**config.mk**
```make
export PLATFORM = sky130hd
export DESIGN_NAME = vreq_bridge
export DESIGN_NICKNAME = d
export VERILOG_FILES = /design/src/rtl/vreq_pkg.sv /design/src/rtl/vreq_decode.sv /design/src/rtl/vreq_merge.sv /design/src/rtl/vreq_bridge.sv
export SDC_FILE = /design/constraint.sdc
export NUM_CORES = 1
export LEC_CHECK = 0
export BUFFER_PORTS_ARGS = -buffer_cell sky130_fd_sc_hd__buf_2
export CORE_ASPECT_RATIO = 1.2
export CORE_MARGIN = 1
export CORE_UTILIZATION = 47
export CTS_BUF_LIST = sky130_fd_sc_hd__clkbuf_16
export DETAILED_ROUTE_END_ITERATION = 6
export PLACE_DENSITY = 0.8
export SLEW_MARGIN = 5
export SYNTH_ARGS = -nofsm -noshare
export SYNTH_HDL_FRONTEND = slang
export SYNTH_SLANG_ARGS = --single-unit
```
**constraint.sdc**
```tcl
create_clock -name clk -period 2.1 [get_ports clk]
set_input_delay 0.42 -clock clk [delete_from_list [all_inputs] [get_ports clk]]
set_output_delay 0.42 -clock clk [all_outputs]
set_load 0.1 [all_outputs]
```
**src/rtl/vreq_pkg.sv**
```systemverilog
package vreq_pkg;
   typedef enum logic [2:0] {
      OP_STALL, OP_LOC, OP_SEN, OP_CAL, OP_RECONF, OP_MODE
   } op_e;

   typedef enum logic [2:0] {
      ST_IDLE, ST_LOC, ST_SRD, ST_SWR, ST_FIN
   } st_e;

   localparam logic [7:0] CODE_BOOT   = 8'hA0;
   localparam logic [7:0] CODE_CAL    = 8'hA2;
   localparam logic [7:0] CODE_RECONF = 8'hA3;
   localparam logic [7:0] CODE_LOC    = 8'hA4;
   localparam logic [7:0] CODE_SEN    = 8'hA5;
   localparam logic [7:0] CODE_MODE   = 8'hA7;
endpackage

```
**src/rtl/vreq_decode.sv**
```systemverilog
module vreq_decode
   import vreq_pkg::*;
(
   input  logic [7:0] code,
   input  logic       dir_in,
   output op_e        op
);
   always_comb begin
      unique case (code)
         CODE_CAL:    op = dir_in ? OP_STALL : OP_CAL;
         CODE_RECONF: op = dir_in ? OP_STALL : OP_RECONF;
         CODE_LOC:    op = OP_LOC;
         CODE_SEN:    op = OP_SEN;
         CODE_MODE:   op = OP_MODE;
         default:     op = OP_STALL;   // boot query, reserved, unknown
      endcase
   end
endmodule

```
**src/rtl/vreq_merge.sv**
```systemverilog
module vreq_merge #(
   parameter int W = 8
) (
   input  logic [W-1:0] old_val,
   input  logic [W-1:0] mask,
   input  logic [W-1:0] new_val,
   output logic [W-1:0] merged
);
   for (genvar b = 0; b < W; b++) begin : g_bit
      assign merged[b] = mask[b] ? new_val[b] : old_val[b];
   end
endmodule

```
**src/rtl/vreq_bridge.sv**
```systemverilog
module vreq_bridge
   import vreq_pkg::*;
#(
   parameter int VAL_W  = 16,
   parameter int IDX_W  = 16,
   parameter int LOC_AW = 16,
   parameter int SEN_AW = 16
) (
   input  logic                clk,
   input  logic                rst_n,
   input  logic                req_valid,
   output logic                req_ready,
   input  logic [7:0]          req_code,
   input  logic [VAL_W-1:0]    req_value,
   input  logic [IDX_W-1:0]    req_index,
   input  logic                req_dir_in,
   output logic                done,
   output logic                stall,
   output logic                reply_valid,
   output logic [VAL_W/2-1:0]  reply_data,
   output logic                loc_req,
   output logic                loc_we,
   output logic [LOC_AW-1:0]   loc_addr,
   output logic [VAL_W/2-1:0]  loc_wdata,
   input  logic                loc_ack,
   input  logic [VAL_W/2-1:0]  loc_rdata,
   output logic                sen_req,
   output logic                sen_we,
   output logic [SEN_AW-1:0]   sen_addr,
   output logic [VAL_W/2-1:0]  sen_wdata,
   input  logic                sen_ack,
   input  logic [VAL_W/2-1:0]  sen_rdata,
   output logic                cal_start,
   output logic [VAL_W/2-1:0]  cal_thresh,
   output logic                reconf,
   output logic                raw_mode
);
   localparam int DW = VAL_W / 2;

   if (VAL_W < 2 || (VAL_W % 2) != 0) begin : g_bad_val
      $error("VAL_W must be even and at least 2");
   end
   if (LOC_AW > IDX_W || SEN_AW > IDX_W) begin : g_bad_aw
      $error("port address widths cannot exceed IDX_W");
   end

   st_e               st;
   op_e               op_d;
   logic              dir_q;
   logic [VAL_W-1:0]  val_q;
   logic [IDX_W-1:0]  idx_q;
   logic [DW-1:0]     wr_q;
   logic [DW-1:0]     merged;
   logic              rsp_stall, rsp_rv;
   logic [DW-1:0]     rsp_data;
   logic              raw_q, cal_q, rcf_q;
   logic [DW-1:0]     cal_th_q;
   logic [DW-1:0]     mask_q;

   assign mask_q = val_q[VAL_W-1:DW];

   vreq_decode u_dec (
      .code   (req_code),
      .dir_in (req_dir_in),
      .op     (op_d)
   );

   vreq_merge #(.W(DW)) u_merge (
      .old_val (sen_rdata),
      .mask    (mask_q),
      .new_val (val_q[DW-1:0]),
      .merged  (merged)
   );

   always_ff @(posedge clk) begin
      if (!rst_n) begin
         st        <= ST_IDLE;
         dir_q     <= 1'b0;
         val_q     <= '0;
         idx_q     <= '0;
         wr_q      <= '0;
         rsp_stall <= 1'b0;
         rsp_rv    <= 1'b0;
         rsp_data  <= '0;
         raw_q     <= 1'b0;
         cal_q     <= 1'b0;
         rcf_q     <= 1'b0;
         cal_th_q  <= '0;
      end else begin
         cal_q <= 1'b0;
         rcf_q <= 1'b0;
         unique case (st)
            ST_IDLE: if (req_valid) begin
               dir_q     <= req_dir_in;
               val_q     <= req_value;
               idx_q     <= req_index;
               rsp_stall <= 1'b0;
               rsp_rv    <= 1'b0;
               rsp_data  <= '0;
               unique case (op_d)
                  OP_LOC: st <= ST_LOC;
                  OP_SEN: st <= ST_SRD;
                  OP_CAL: begin
                     cal_q    <= 1'b1;
                     cal_th_q <= req_value[DW-1:0];
                     st       <= ST_FIN;
                  end
                  OP_RECONF: begin
                     rcf_q <= 1'b1;
                     st    <= ST_FIN;
                  end
                  OP_MODE: begin
                     if (req_dir_in) begin
                        rsp_rv   <= 1'b1;
                        rsp_data <= {{(DW-1){1'b0}}, raw_q};
                     end else begin
                        raw_q <= req_value[0];
                     end
                     st <= ST_FIN;
                  end
                  default: begin
                     rsp_stall <= 1'b1;
                     st        <= ST_FIN;
                  end
               endcase
            end
            ST_LOC: if (loc_ack) begin
               rsp_rv   <= dir_q;
               rsp_data <= dir_q ? loc_rdata : '0;
               st       <= ST_FIN;
            end
            ST_SRD: if (sen_ack) begin
               if (dir_q) begin
                  rsp_rv   <= 1'b1;
                  rsp_data <= sen_rdata;
                  st       <= ST_FIN;
               end else if (mask_q == '0) begin
                  st <= ST_FIN;
               end else begin
                  wr_q <= merged;
                  st   <= ST_SWR;
               end
            end
            ST_SWR: if (sen_ack) st <= ST_FIN;
            default: st <= ST_IDLE;
         endcase
      end
   end

   assign req_ready   = (st == ST_IDLE);
   assign done        = (st == ST_FIN);
   assign stall       = rsp_stall;
   assign reply_valid = rsp_rv;
   assign reply_data  = rsp_data;
   assign loc_req     = (st == ST_LOC);
   assign loc_we      = ~dir_q;
   assign loc_addr    = idx_q[LOC_AW-1:0];
   assign loc_wdata   = val_q[DW-1:0];
   assign sen_req     = (st == ST_SRD) || (st == ST_SWR);
   assign sen_we      = (st == ST_SWR);
   assign sen_addr    = idx_q[SEN_AW-1:0];
   assign sen_wdata   = wr_q;
   assign cal_start   = cal_q;
   assign cal_thresh  = cal_th_q;
   assign reconf      = rcf_q;
   assign raw_mode    = raw_q;
endmodule

```
After elaboration in Yosys (flattened, before gate mapping)
Cells that the tools add are included.
{ "word_totals": {"register_bits": 65, "output_inout_bits": 75, "wordCells": 83, "inputBits": 62} }
{ "classes": {"mux": 37, "bitwise": 3, "reduce_logical": 12, "n_eq_ne": 19} }
{ "ops": {"columns": ["op", "count"], "rows": [
  ["8-bit == test, second input constant", 5],
  ["8-bit two-way mux", 5],
  ["8-bit case mux with 3 select lines", 1],
  ["3-bit two-way mux", 7],
  ["1-bit two-way mux", 19],
  ["3-bit case mux with 5 select lines", 1],
  ["3-bit by 2-bit == test with 1-bit output, second input constant", 4],
  ["3-bit case mux with 4 select lines", 1],
  ["4-bit AND reduction", 3],
  ["3-bit == test, second input constant", 3],
  ["8-bit logical NOT", 1],
  ["3-bit by 1-bit == test with 1-bit output, second input constant", 2],
  ["2-bit != test, second input constant", 3],
  ["3-bit case mux with 2 select lines", 1],
  ["3-bit AND reduction", 2],
  ["5-bit AND reduction", 1],
  ["5-bit OR reduction", 1],
  ["2-bit by 1-bit != test with 1-bit output, second input constant", 2],
  ["3-bit logical NOT", 1],
  ["1-bit NOT", 3],
  ["1-bit case mux with 3 select lines", 1],
  ["3-bit nonzero test", 1],
  ["2-bit two-way mux", 1],
  ["2-bit AND reduction", 1],
  ["1-bit logical OR", 1]
]} }

Depth between registers and ports, before layout
{ "logic_depth": {"word_depth": 6, "mapped_depth": 7, "depth_no_buf": 4} }

Cells and area by module
From an unflattened synthesis, not the netlist that was laid out.
{ "unflattened": {"cells_unflattened": 354, "area_unflattened_um2": 2954.1} }
{ "modules_own_cells": {"columns": ["module", "seq_area_each_um2", "n_inst", "cells_each", "area_per_inst_um2"], "rows": [
  ["vreq_bridge", 1301.2, 1, 333, 2753.9],
  ["vreq_merge", 0.0, 1, 8, 120.1],
  ["vreq_decode", 0.0, 1, 13, 80.1]
]} }

Worst setup path before layout
Ideal clock, no wire load.
{ "synth_path": {"path_kind": "register -> register", "from": "register st[2]", "to": "register idx_q[0] (netlist: loc_addr[0])", "slack_ns": -1.489, "required_ns": 2.024, "path_buffers": 3, "arrival_ns": 3.513, "path_stages_with_launch": 8, "synth_period_minus_slack_ns": 3.589, "cell_sequence": "dfxtp_1 -> clkbuf_1 -> nor3_1 -> and2_1 -> buf_2 -> buf_2 -> nand2_1 -> a21boi_0"} }
{ "synth_between": {"elab_chain_len": 2} }
{ "synth_lines": {"columns": ["item", "line_no", "source"], "rows": [
  ["from (decl)", "vreq_bridge.sv:47", "st_e st;"],
  ["from (signal assigned)", "vreq_bridge.sv:77", "st <= ST_IDLE;"],
  ["from (signal assigned)", "vreq_bridge.sv:101", "OP_LOC: st <= ST_LOC;"],
  ["from (signal assigned)", "vreq_bridge.sv:102", "OP_SEN: st <= ST_SRD;"],
  ["3-bit logical NOT", null, null],
  ["named net req_ready", "vreq_bridge.sv:12", "output logic req_ready,"],
  ["2-bit AND reduction (no line)", null, null],
  ["to (signal assigned)", "vreq_bridge.sv:96", "idx_q <= req_index;"],
  ["to (decl)", "vreq_bridge.sv:51", "logic [IDX_W-1:0] idx_q;"]
]} }
The timed path passes the listed nets, and every way through them passes these cells.
A chain may end at the register's enable or synchronous reset.

Final worst setup path
{ "layout_path": {"from": "register st[1]", "to": "output req_ready"} }
{ "layout_between": {"elab_chain_len": 1} }
{ "layout_lines": {"columns": ["item", "line_no", "source"], "rows": [
  ["3-bit logical NOT", "vreq_bridge.sv:150", "assign req_ready = (st == ST_IDLE);"],
  ["to (decl)", "vreq_bridge.sv:12", null]
]} }
Every way passes these cells.

==> results by stage <==
Outcome:
- The run finished with clean final reports.

Placement:
- The congestion estimate from routability-driven global placement came to 0.845.
- The number of buffers added on ports is 136.
- The placed standard-cell area is 3690 um^2.
- After legalization and detailed placement, the total HPWL measured 5630 um.
- Once placement completed, the tool counted placed cells totaling 539.

Global route:
- The overall track demand over capacity in global routing is 0.233.
- The global-route wire length before repair is 11,500 um.
- The initial antenna violation count was 0.
- The via count of the first global-routing pass came to 2,563.
- After global routing the overflow that remains totals 0.
- The pin count of the biggest net entering global routing is 32.

Clocking:
- The number of clock sinks is 65.
- The number of buffers added by the clock tree synthesis step is 9.
- After clock tree synthesis, the repair step resized 0 gates.
- The later pin in the worst-skew pair is clocked with a latency of 0.32 ns.
- After clock tree synthesis, the clock-pin slew on the worst setup and hold paths is 0.05 ns.
- The root buffer cell chosen for the clock tree is sky130_fd_sc_hd__clkbuf_16.
- No sink is reached through more buffers than the 2 on the longest clock path.
- The clock tree from TritonCTS is built.
- The post-CTS setup repair buffer count is 0.
- In this run, post-CTS hold repair placed 0 buffers.
- The level count of the clock H-tree is 3.

Route:
- The routed length per placed instance is 13.7 um.
- The vias per cell is 5.16.
- In the routed design, unresolved DRC markers number 0.
- The first routing iteration left 147 violations.
- The final layout contains routed wiring with a total length of 7590 um.
- In this run the remaining antenna-violating nets after routing total 0.
- The iteration count of the initial detailed-routing pass is 4.
- The total via count in the routed design is 2,865.

Critical path:
- STA classifies the critical path endpoint as a primary output.
- STA classifies the critical path startpoint as a register.
- Of all nets on the critical path, the largest fanout is 10.
- The startpoint identified for the worst register-to-register timing path is st[2].
- The timing startpoint of the critical path is st[1].
- The signal arrival time at the worst endpoint is 1.59 ns.
- The required time of the critical path is 1.68 ns.
- The kind of critical path is register to primary output.

Pwr:
- In this run the power density over the cells is 926 nW/um^2.
- The leakage power summed over all cells is 1.99 nW.
- The worst-case vdd ir drop is 0.605 mV.

Finish:
- In the final layout, the share of cells above drive strength 1 is 0.368.
- Counting the fill cells in the layout gives 539.
- For this run, the post-layout net count is 530.
- The commonest non-fill, non-tap cell in the layout is sky130_fd_sc_hd__buf_2.
- Compared with the post-synthesis result, the final layout area differs by 34.4%.
- The number of antenna diodes is 0.
- The area of all placed cells without fillers is 3980 um^2.
- The library cells used most frequently in the layout, excluding fill and tap cells, are 133 x sky130_fd_sc_hd__buf_2, 93 x sky130_fd_sc_hd__nand2_1, 65 x sky130_fd_sc_hd__dfxtp_1.
- The finished layout holds 555 standard cells, fillers aside.

Min path:
- In this run the most critical hold path is launched from req_index[12].
- The path class of the tightest hold or removal check is input pin to register.

Die:
- After floorplanning, the core was divided into 31 placement rows.
- The initial utilization of the core area, before any placement, comes to 0.489.
- The area of the core is 6050 um^2.
- The die is 74.4 um wide.
- The full die area is 6620 um^2.
- 137 I/O pins were placed.
- The floorplan step set the die height to 88.9 um.

STA:
- The max-slew violation total from the final report is 0.
- The worst pin sits at a relative slew slack of 0.626.
- Final hold analysis gives a worst-case slack of 0.348 ns.
- The highest clock frequency the design can meet is 0.498 GHz.
- The clock arrives with 0.00221 ns of skew.
- The pin slew with the least headroom to its limit is 0.560 ns.
- The ratio of final minimum period to clock period is 0.956.
- The final-report setup violation count is 0.
- Setup repair after global routing left no endpoint under its margin.
- The final hold violation count came to 0.
- The time the worst path needs with I/O delays and setup is 2.01 ns.

Synthesis:
- Yosys printed 0 warnings.
- The mean post-synth cell area is 8.60 um^2.
- Synthesis instantiated 43 different standard cells from the library.
- The async set-reset flop share out of synthesis is 0.
- The number of flops mapped to enable cells by yosys is 0.
- The sequential-to-total area share from yosys stat is 0.440.
- The cell count after synthesis came out at 344.
- The prevailing post-synth register cell is sky130_fd_sc_hd__dfxtp_1.
- The post-synth net total is 406.
- The cell area that synthesis handed to floorplanning was 2960 um^2.
- The number of flip-flops and latches in the synthesized netlist is 65.

Run:
- The max-cap violation count is 0.
-- layer usage --
| metal | routed length [um] | GRT usage | share of wire | up-vias |
|---|---|---|---|---|
| met5 | 0 | 0 | 0 | - |
| li1 | - | - | - | 1430 |
| met1 | 3070 | 0.264 | 0.40 | 1305 |
| met4 | 184 | 0.123 | 0.024 | 0 |
| met3 | 429 | 0.0530 | 0.057 | 15 |
| met2 | 3900 | 0.403 | 0.51 | 115 |
-- power by group --
group	internal [mW]	switching (mW)	leakage (nW)
Combinational	0.204	0.740	1.31
Sequential	1.30	0.0474	0.531
Clock	0.896	0.496	0.150
-- final timing paths --
| path | slack [ns] | cells after the start | endpoint |
|---|---|---|---|
| worst max register to register | 0.28 | 6 | sen_wdata[5] |
| worst min-delay path | 0.35 | 3 | loc_addr[12] |
| worst max-delay path | 0.09 | 3 | req_ready |
| worst min register to register | 0.45 | 2 | cal_thresh[3] |
-- sequential cells by signal, summed over array words and instances (netlist names) --
signal and cells:
reply_data 8, loc_addr 16, st 3, cal_thresh 8, sen_wdata 8, cal_start 1
raw_mode 1, reply_valid 1, dir_q 1, stall 1, reconf 1, val_q 16
-- cells in the mapped netlist (all sizes together) (2+ instances only) --
| cell | number | area share |
|---|---|---|
| clkbuf | 15 | 0.019 |
| buf | 26 | 0.059 |
| nor2b | 3 | 0.0063 |
| dfxtp | 65 | 0.44 |
| a211oi | 3 | 0.0076 |
| nand4b | 2 | 0.0059 |
| a21oi | 4 | 0.0068 |
| nor3b | 4 | 0.010 |
| nand4bb | 2 | 0.0076 |
| o211a | 15 | 0.051 |
| a21boi | 33 | 0.084 |
| and2 | 2 | 0.0042 |
| and3 | 2 | 0.0042 |
| a22oi | 8 | 0.020 |
| nor2 | 7 | 0.0089 |
| nor4 | 5 | 0.011 |
| a31oi | 2 | 0.0042 |
| mux2 | 2 | 0.0076 |
| nor3 | 3 | 0.0051 |
| inv | 3 | 0.0038 |
| mux2i | 9 | 0.030 |
| nand2 | 93 | 0.12 |
| nand3 | 9 | 0.015 |
| o21ai | 12 | 0.020 |
-- per-stage QoR --
step	power, mW	worst slack [ns]	utilization	setup TNS, ns
final	3.68	0.0920	0.657	0
after detailed placement	2.31	0.202	0.610	0
after global placement	2.30	0.209	0.610	0
after floorplan	2.13	-0.164	-	-0.201
after global routing	3.83	0.0167	0.657	0
after CTS	3.71	0.0315	0.656	0
-- critical path: stages, from the launching register on --
cell                      delay (ns)
sky130_fd_sc_hd__dfxtp_1        0.39
sky130_fd_sc_hd__buf_4          0.22
sky130_fd_sc_hd__nor3_4         0.19
sky130_fd_sc_hd__buf_2          0.47
-- logic make-up (layout without fill, tap and decap cells) --
kind of cell | Yosys count | after routing | synth area share
flip-flops | 65 | 65 | 0.440
buffers and inverters | 44 | 173 | 0.0820
multiplexers | 11 | 11 | 0.0381
AO/OA/AOI/OAI | 85 | 85 | 0.225
XOR/XNOR | 1 | 1 | 0.00296
AND/OR/NAND/NOR | 138 | 138 | 0.213
-- cell type report --
class                           count  area, um^2  share of cell area
Inverter                            3        11.3             0.00283
Clock inverter                      7        55.1              0.0138
Timing Repair Buffer              154         836               0.210
Sequential cell                    65        1300               0.327
Clock buffer                        9         225              0.0566
Tap cell                           82         103              0.0258
Multi-Input combinational cell    235        1450               0.363
(Power assumes the default switching activity.)
